<file path="src/rtl/gpio_irq_pkg.sv">
package gpio_irq_pkg;

  localparam int NUM_REGS = 17;
  localparam int IDX_W    = 5;

  // Word index equals byte offset / 4.
  typedef enum logic [IDX_W-1:0] {
    IDX_LEVEL     = 5'd0,
    IDX_SENSE_EN  = 5'd1,
    IDX_DRIVE_EN  = 5'd2,
    IDX_OUT_DATA  = 5'd3,
    IDX_PULL_UP   = 5'd4,
    IDX_STRENGTH  = 5'd5,
    IDX_RISE_EN   = 5'd6,
    IDX_RISE_PEND = 5'd7,
    IDX_FALL_EN   = 5'd8,
    IDX_FALL_PEND = 5'd9,
    IDX_HIGH_EN   = 5'd10,
    IDX_HIGH_PEND = 5'd11,
    IDX_LOW_EN    = 5'd12,
    IDX_LOW_PEND  = 5'd13,
    IDX_ALT_EN    = 5'd14,
    IDX_ALT_SEL   = 5'd15,
    IDX_INVERT    = 5'd16,
    IDX_NONE      = 5'd31
  } regIdx_t;

  // Strobes from bus control to the pin datapath.
  typedef struct packed {
    logic [NUM_REGS-1:0] wr;
    regIdx_t             rdIdx;
  } busStrobe_t;

  function automatic logic isPending(int idx);
    return idx == int'(IDX_RISE_PEND) || idx == int'(IDX_FALL_PEND) ||
           idx == int'(IDX_HIGH_PEND) || idx == int'(IDX_LOW_PEND);
  endfunction

endpackage

</file>
<file path="src/rtl/gpio_irq_ctrl_bus.sv">
module gpio_irq_ctrl_bus
  import gpio_irq_pkg::*;
#(
  parameter int ADDR_W = 8
) (
  input  logic              busWrEn,
  input  logic [ADDR_W-1:0] busAddr,
  output busStrobe_t        strobe
);

  localparam int WORD_W = ADDR_W - 2;

  logic [WORD_W-1:0] wordIdx;
  logic              hit;

  assign wordIdx = busAddr[ADDR_W-1:2];
  assign hit     = (busAddr[1:0] == 2'b00) && (wordIdx < WORD_W'(NUM_REGS));

  always_comb begin
    strobe.rdIdx = hit ? regIdx_t'(wordIdx[IDX_W-1:0]) : IDX_NONE;
    for (int i = 0; i < NUM_REGS; i++) begin
      // The level register is read-only; its write strobe never fires.
      strobe.wr[i] = busWrEn && hit && (wordIdx == WORD_W'(i)) &&
                     (i != int'(IDX_LEVEL));
    end
  end

endmodule

</file>
<file path="src/rtl/gpio_irq_ctrl_pins.sv">
module gpio_irq_ctrl_pins
  import gpio_irq_pkg::*;
#(
  parameter int NUM_PINS = 32,
  parameter int DATA_W   = 32
) (
  input  logic                clk,
  input  logic                rst_n,
  input  busStrobe_t          strobe,
  input  logic [DATA_W-1:0]   wrData,
  output logic [DATA_W-1:0]   rdData,
  input  logic [NUM_PINS-1:0] padIn,
  input  logic [NUM_PINS-1:0] padDriven,
  output logic [NUM_PINS-1:0] padOut,
  output logic [NUM_PINS-1:0] padOutEn,
  output logic [NUM_PINS-1:0] pinIrq,
  output logic [NUM_PINS-1:0] pinShort
);

  logic [NUM_PINS-1:0] regView [NUM_REGS];
  logic [NUM_PINS-1:0] setVec  [NUM_REGS];
  logic [NUM_PINS-1:0] wrBits;
  logic [NUM_PINS-1:0] extLevel, extDriven;
  logic [NUM_PINS-1:0] driveEn, intOut, resolved, sample;

  assign wrBits = wrData[NUM_PINS-1:0];

  // Pad state captured as block state.
  always_ff @(posedge clk) begin
    if (!rst_n) begin
      extLevel  <= '0;
      extDriven <= '0;
    end else begin
      extLevel  <= padIn;
      extDriven <= padDriven;
    end
  end

  assign driveEn  = regView[IDX_DRIVE_EN];
  assign intOut   = driveEn & (regView[IDX_OUT_DATA] ^ regView[IDX_INVERT]);
  assign resolved = (extDriven & extLevel) |
                    (~extDriven & driveEn & intOut) |
                    (~extDriven & ~driveEn & regView[IDX_PULL_UP]);
  assign sample   = regView[IDX_SENSE_EN] & resolved;

  always_comb begin
    for (int i = 0; i < NUM_REGS; i++) setVec[i] = '0;
    setVec[IDX_HIGH_PEND] = sample;
    setVec[IDX_LOW_PEND]  = ~sample;
    setVec[IDX_RISE_PEND] = sample & ~regView[IDX_LEVEL];
    setVec[IDX_FALL_PEND] = ~sample & regView[IDX_LEVEL];
  end

  for (genvar g = 0; g < NUM_REGS; g++) begin : g_reg
    logic [NUM_PINS-1:0] q;
    if (g == int'(IDX_LEVEL)) begin : g_level
      always_ff @(posedge clk) begin
        if (!rst_n) q <= '0;
        else        q <= sample;
      end
    end else if (isPending(g)) begin : g_pend
      logic [NUM_PINS-1:0] clrMask;
      assign clrMask = strobe.wr[g] ? wrBits : '0;
      always_ff @(posedge clk) begin
        if (!rst_n) q <= '0;
        else        q <= (q & ~clrMask) | setVec[g];
      end
    end else begin : g_store
      always_ff @(posedge clk) begin
        if (!rst_n)            q <= '0;
        else if (strobe.wr[g]) q <= wrBits;
      end
    end
    assign regView[g] = q;
  end

  always_comb begin
    rdData = '0;
    if (strobe.rdIdx != IDX_NONE) rdData[NUM_PINS-1:0] = regView[strobe.rdIdx];
  end

  assign padOutEn = driveEn;
  assign padOut   = driveEn & resolved;
  assign pinShort = extDriven & driveEn;
  assign pinIrq   = (regView[IDX_HIGH_PEND] & regView[IDX_HIGH_EN]) |
                    (regView[IDX_LOW_PEND]  & regView[IDX_LOW_EN])  |
                    (regView[IDX_RISE_PEND] & regView[IDX_RISE_EN]) |
                    (regView[IDX_FALL_PEND] & regView[IDX_FALL_EN]);

endmodule

</file>
<file path="src/rtl/gpio_irq_ctrl.sv">
module gpio_irq_ctrl
  import gpio_irq_pkg::*;
#(
  parameter int NUM_PINS = 32,
  parameter int ADDR_W   = 8,
  parameter int DATA_W   = 32
) (
  input  logic                clk,
  input  logic                rst_n,
  input  logic                busWrEn,
  input  logic [ADDR_W-1:0]   busAddr,
  input  logic [DATA_W-1:0]   busWrData,
  output logic [DATA_W-1:0]   busRdData,
  input  logic [NUM_PINS-1:0] padIn,
  input  logic [NUM_PINS-1:0] padDriven,
  output logic [NUM_PINS-1:0] padOut,
  output logic [NUM_PINS-1:0] padOutEn,
  output logic [NUM_PINS-1:0] pinIrq,
  output logic [NUM_PINS-1:0] pinShort
);

  busStrobe_t strobe;

  gpio_irq_ctrl_bus #(.ADDR_W(ADDR_W)) u_bus (
    .busWrEn (busWrEn),
    .busAddr (busAddr),
    .strobe  (strobe)
  );

  gpio_irq_ctrl_pins #(.NUM_PINS(NUM_PINS), .DATA_W(DATA_W)) u_pins (
    .clk       (clk),
    .rst_n     (rst_n),
    .strobe    (strobe),
    .wrData    (busWrData),
    .rdData    (busRdData),
    .padIn     (padIn),
    .padDriven (padDriven),
    .padOut    (padOut),
    .padOutEn  (padOutEn),
    .pinIrq    (pinIrq),
    .pinShort  (pinShort)
  );

endmodule

</file>
<file path="config.mk">
export PLATFORM = sky130hd
export DESIGN_NAME = gpio_irq_ctrl
export DESIGN_NICKNAME = d
export VERILOG_FILES = /design/src/rtl/gpio_irq_pkg.sv /design/src/rtl/gpio_irq_ctrl_bus.sv /design/src/rtl/gpio_irq_ctrl_pins.sv /design/src/rtl/gpio_irq_ctrl.sv
export SDC_FILE = /design/constraint.sdc
export NUM_CORES = 2
export LEC_CHECK = 0
export CAP_MARGIN = 20
export CORE_MARGIN = 5
export CORE_UTILIZATION = 41
export CTS_CLUSTER_SIZE = 20
export DETAILED_ROUTE_END_ITERATION = 16
export DONT_BUFFER_PORTS = 1
export GPL_TIMING_DRIVEN = 0
export PLACE_DENSITY = 0.66
export SYNTH_ARGS = -nofsm -noshare
export SYNTH_HDL_FRONTEND = slang
export SYNTH_SLANG_ARGS = --single-unit
</file>
<file path="constraint.sdc">
create_clock -name clk -period 2.59 [get_ports clk]
set_input_delay 0.518 -clock clk [delete_from_list [all_inputs] [get_ports clk]]
set_output_delay 0.518 -clock clk [all_outputs]
set_load 0.05 [all_outputs]
</file>
==> flow_metrics.tcl <==
set metrics [dict create \
    status "finished, violations left" \
    failed_checks "negative setup slack" \
    synth_edf_count 0 \
    via_per_inst 6.38 \
    crit_fanout 5 \
    syn_to_final_growth_pct 21.3 \
    power_frac_seq_pct 44.6 \
    port_buffers 0 \
    fin_crit_sh_pct 122 \
    wl_per_cell_um 29.4 \
    ys.flop_type "dfxtp_1" \
    hold_class "input port to register" \
    layout-drive-gt1-share_pct 16.2 \
    cts_tree "yes" \
    cts_root_buf "clkbuf_16" \
    layout_common_cells "842 x nand2_1, 574 x dfxtp_1, 451 x a21oi_1" \
    ir_worst_vdd_v 0.000437 \
    cp-end-kind "output pin" \
    syn_inst 3323 \
    slowest_delay_ns 0.57 \
    timing.critical_path.required_ns 2.07 \
    yosysWarnings 0 \
    gp_congestion 1.02 \
    nNetsFinal 3550 \
    antenna_found_initial 2 \
    maxCapViolCount 0 \
    grt_pass1_vias 25700 \
    setup_tns_ns -15.30 \
    cp-startpoint "busAddr[5]" \
    coreArea_mm2 0.0647 \
    path_class "input port to output pin" \
    dr_total_vias 27800 \
    postRouteWirelength_mm 128 \
    dieArea_mm2 0.0707 \
    switching_power_mw 5.32 \
    yosys_register_bits 608 \
    timing.final.ws_setup_ns -0.570 \
    critical_path_arrival_ns 2.64 \
    worstSetupStartpointType "input port" \
    cts_max_path_buffers 3 \
    relSlewSlack_pct 21.9 \
    finalNonFillerCells 4352 \
    grt-ovfl-total 0 \
    clkSinkCount 608 \
    synth.avg_cell_area_um2 8.08 \
    crit_top_cell "buf_12" \
    fmax_mhz 316 \
    critPathTopFamily "compound AO/OA/AOI/OAI gates" \
    rsz0062_at_grt "yes" \
    clock_skew_ns 0.0325 \
    slew_violations 0 \
    clock_latency_ns 0.64 \
    num_rows 93 \
    ys_seq_area_share_pct 45.3 \
    first_pass_iters 6 \
    io_pins 267 \
    die_w_um 266 \
    cts_made_buffers 70 \
    synthesis.area_mm2 0.0268 \
    clk_pin_slew_worst_paths_ns 0.07 \
    period_minus_slack_ns 3.16 \
    critPathSlowestCell "a211oi_4" \
    p_int_mw 16.0 \
    worstMarginPinSlew_ns 1.17 \
    hp-start "padDriven[5]" \
    layout_commonest_cell "nand2_1" \
    fillers 6234 \
    antenna_cells 0 \
    grt.total_usage_pct 34.2 \
    seq_area_mm2 0.0122 \
    die_y_um 266 \
    grt_max_degree 15 \
    hold_violations 0 \
    power_density_mw_per_mm2 653 \
    setup_viol_count_final 34 \
    initial_utilization_pct 41.5 \
    ys_types 56 \
    leakage_nw 10.8 \
    grt_pass1_wl_mm 180 \
    h-tree-depth 3 \
    drcViolationCount 0 \
    dp.cells 4182 \
    cp_num_buf_inv 4 \
    dpl.hpwl_mm 86.3 \
    p_sw_share_pct 25.0 \
    pwr-share-comb_pct 6.5 \
    drt_iter0_markers 3911 \
    multi_input_area_mm2 0.0145 \
    worst_hold_slack_ns 0.0157 \
    drtAntennaViolNets 0 \
    async_flop_share_pct 0 \
    cp_cell_sequence "buf_12, nor4_4, buf_6, o21a_4, buf_12, buf_12, o221ai_4, o211a_1, a211oi_4" \
    reg2reg_from "u_pins.g_reg[16].q[13]" \
    p_clk_share_pct 48.9 \
    syn_nets 3430 \
]
==> worst register-to-register path, delay by kind of cell, from the launching register on <==
family / cells / cell delay, ns
xor+xnor: 1 / 0.17
flops: 1 / 0.45
simple gates: 1 / 0.11
compound gates: 3 / 1.14
==> layer usage <==
metal  vias up  routed length [µm]  track usage [%]
met5         -                   0                0
met4         0                9540             20.6
met3       533               16100             11.0
met2      2075               55100             51.8
met1     13200               47100             42.5
li1      11900                   -                -
==> metrics by stage <==
| step | cell area (µm²) | setup WS [ns] | util, % | power [mW] |
|---|---|---|---|---|
| finish | 32600 | -0.570 | 50.3 | 21.3 |
| global route | 32600 | -0.576 | 50.3 | 21.7 |
| CTS | 32400 | -0.504 | 50.1 | 21.2 |
| detailed placement | 28600 | -1.61 | 44.1 | 10.9 |
| global placement | 28500 | -1.64 | 44.1 | 10.9 |
| floorplan | 27400 | -0.241 | - | 10.4 |
==> registers in the layout, indices dropped and copies added (netlist names) <==
signal / count
u_pins.extLevel: 32
u_pins.padOutEn: 32
u_pins.g.q: 512
u_pins.extDriven: 32
==> worst paths after layout <==
path | end | slack [ns] | depth (start not counted)
setup / recovery | busRdData[8] | -0.57 | 9
hold / removal | u_pins.extDriven[5] | 0.02 | 1
setup reg to reg | u_pins.g_reg[11].q[13] | 0.62 | 5
hold reg to reg | u_pins.g_reg[14].q[13] | 0.46 | 2
==> cells by family after synthesis <==
logic type / count (synthesis) / synth area share [%]
mux: 51 / 2.00
flops: 608 / 45.3
compound gates: 1103 / 27.4
simple gates: 1240 / 19.9
buf+inv: 289 / 4.33
xor+xnor: 32 / 1.04
==> timing repair <==
action / in CTS / in global routing
hold buffers: 8 / 0
setup buffers: 30 / 3
pin swaps: 72 / 23
hold endpoints to repair: 8 / 0
resized for setup: 297 / 51
cloned: 6 / 0
endpoints found under the setup margin: 104 / 100
==> synthesized netlist by cell type (54+ instances only) <==
master / n / area share, %
nor2_1: 110 / 1.5
clkbuf_1: 231 / 3.2
a211oi_1: 60 / 1.7
nand2_1: 844 / 12
nand3_1: 72 / 1.3
o21ai_0: 54 / 1.0
o221ai_1: 62 / 2.0
dfxtp_1: 608 / 45
o21a_1: 66 / 1.8
a22oi_1: 96 / 2.7
a21oi_1: 479 / 8.9
and2_1: 162 / 3.8
==> power groups by stage <==
stage	registers (mW)	clock network (mW)	logic [mW]
final	9.49	10.4	1.39
after floorplan	9.67	0	0.726
after CTS	9.49	10.4	1.32
after detailed placement	9.70	0	1.20
after global placement	9.70	0	1.19
after global routing	9.49	10.8	1.41
==> final cells by class <==
type | count | share of cell area (%)
flip-flops and latches | 608 | 37.5
clock inverters | 25 | 0.891
inverters | 2 | 0.0231
repair buffers | 51 | 2.01
plain buffers | 284 | 5.46
clock buffers | 101 | 6.39
well taps | 855 | 3.28
multi-input cells | 2426 | 44.4
(Power assumes the default switching activity.)
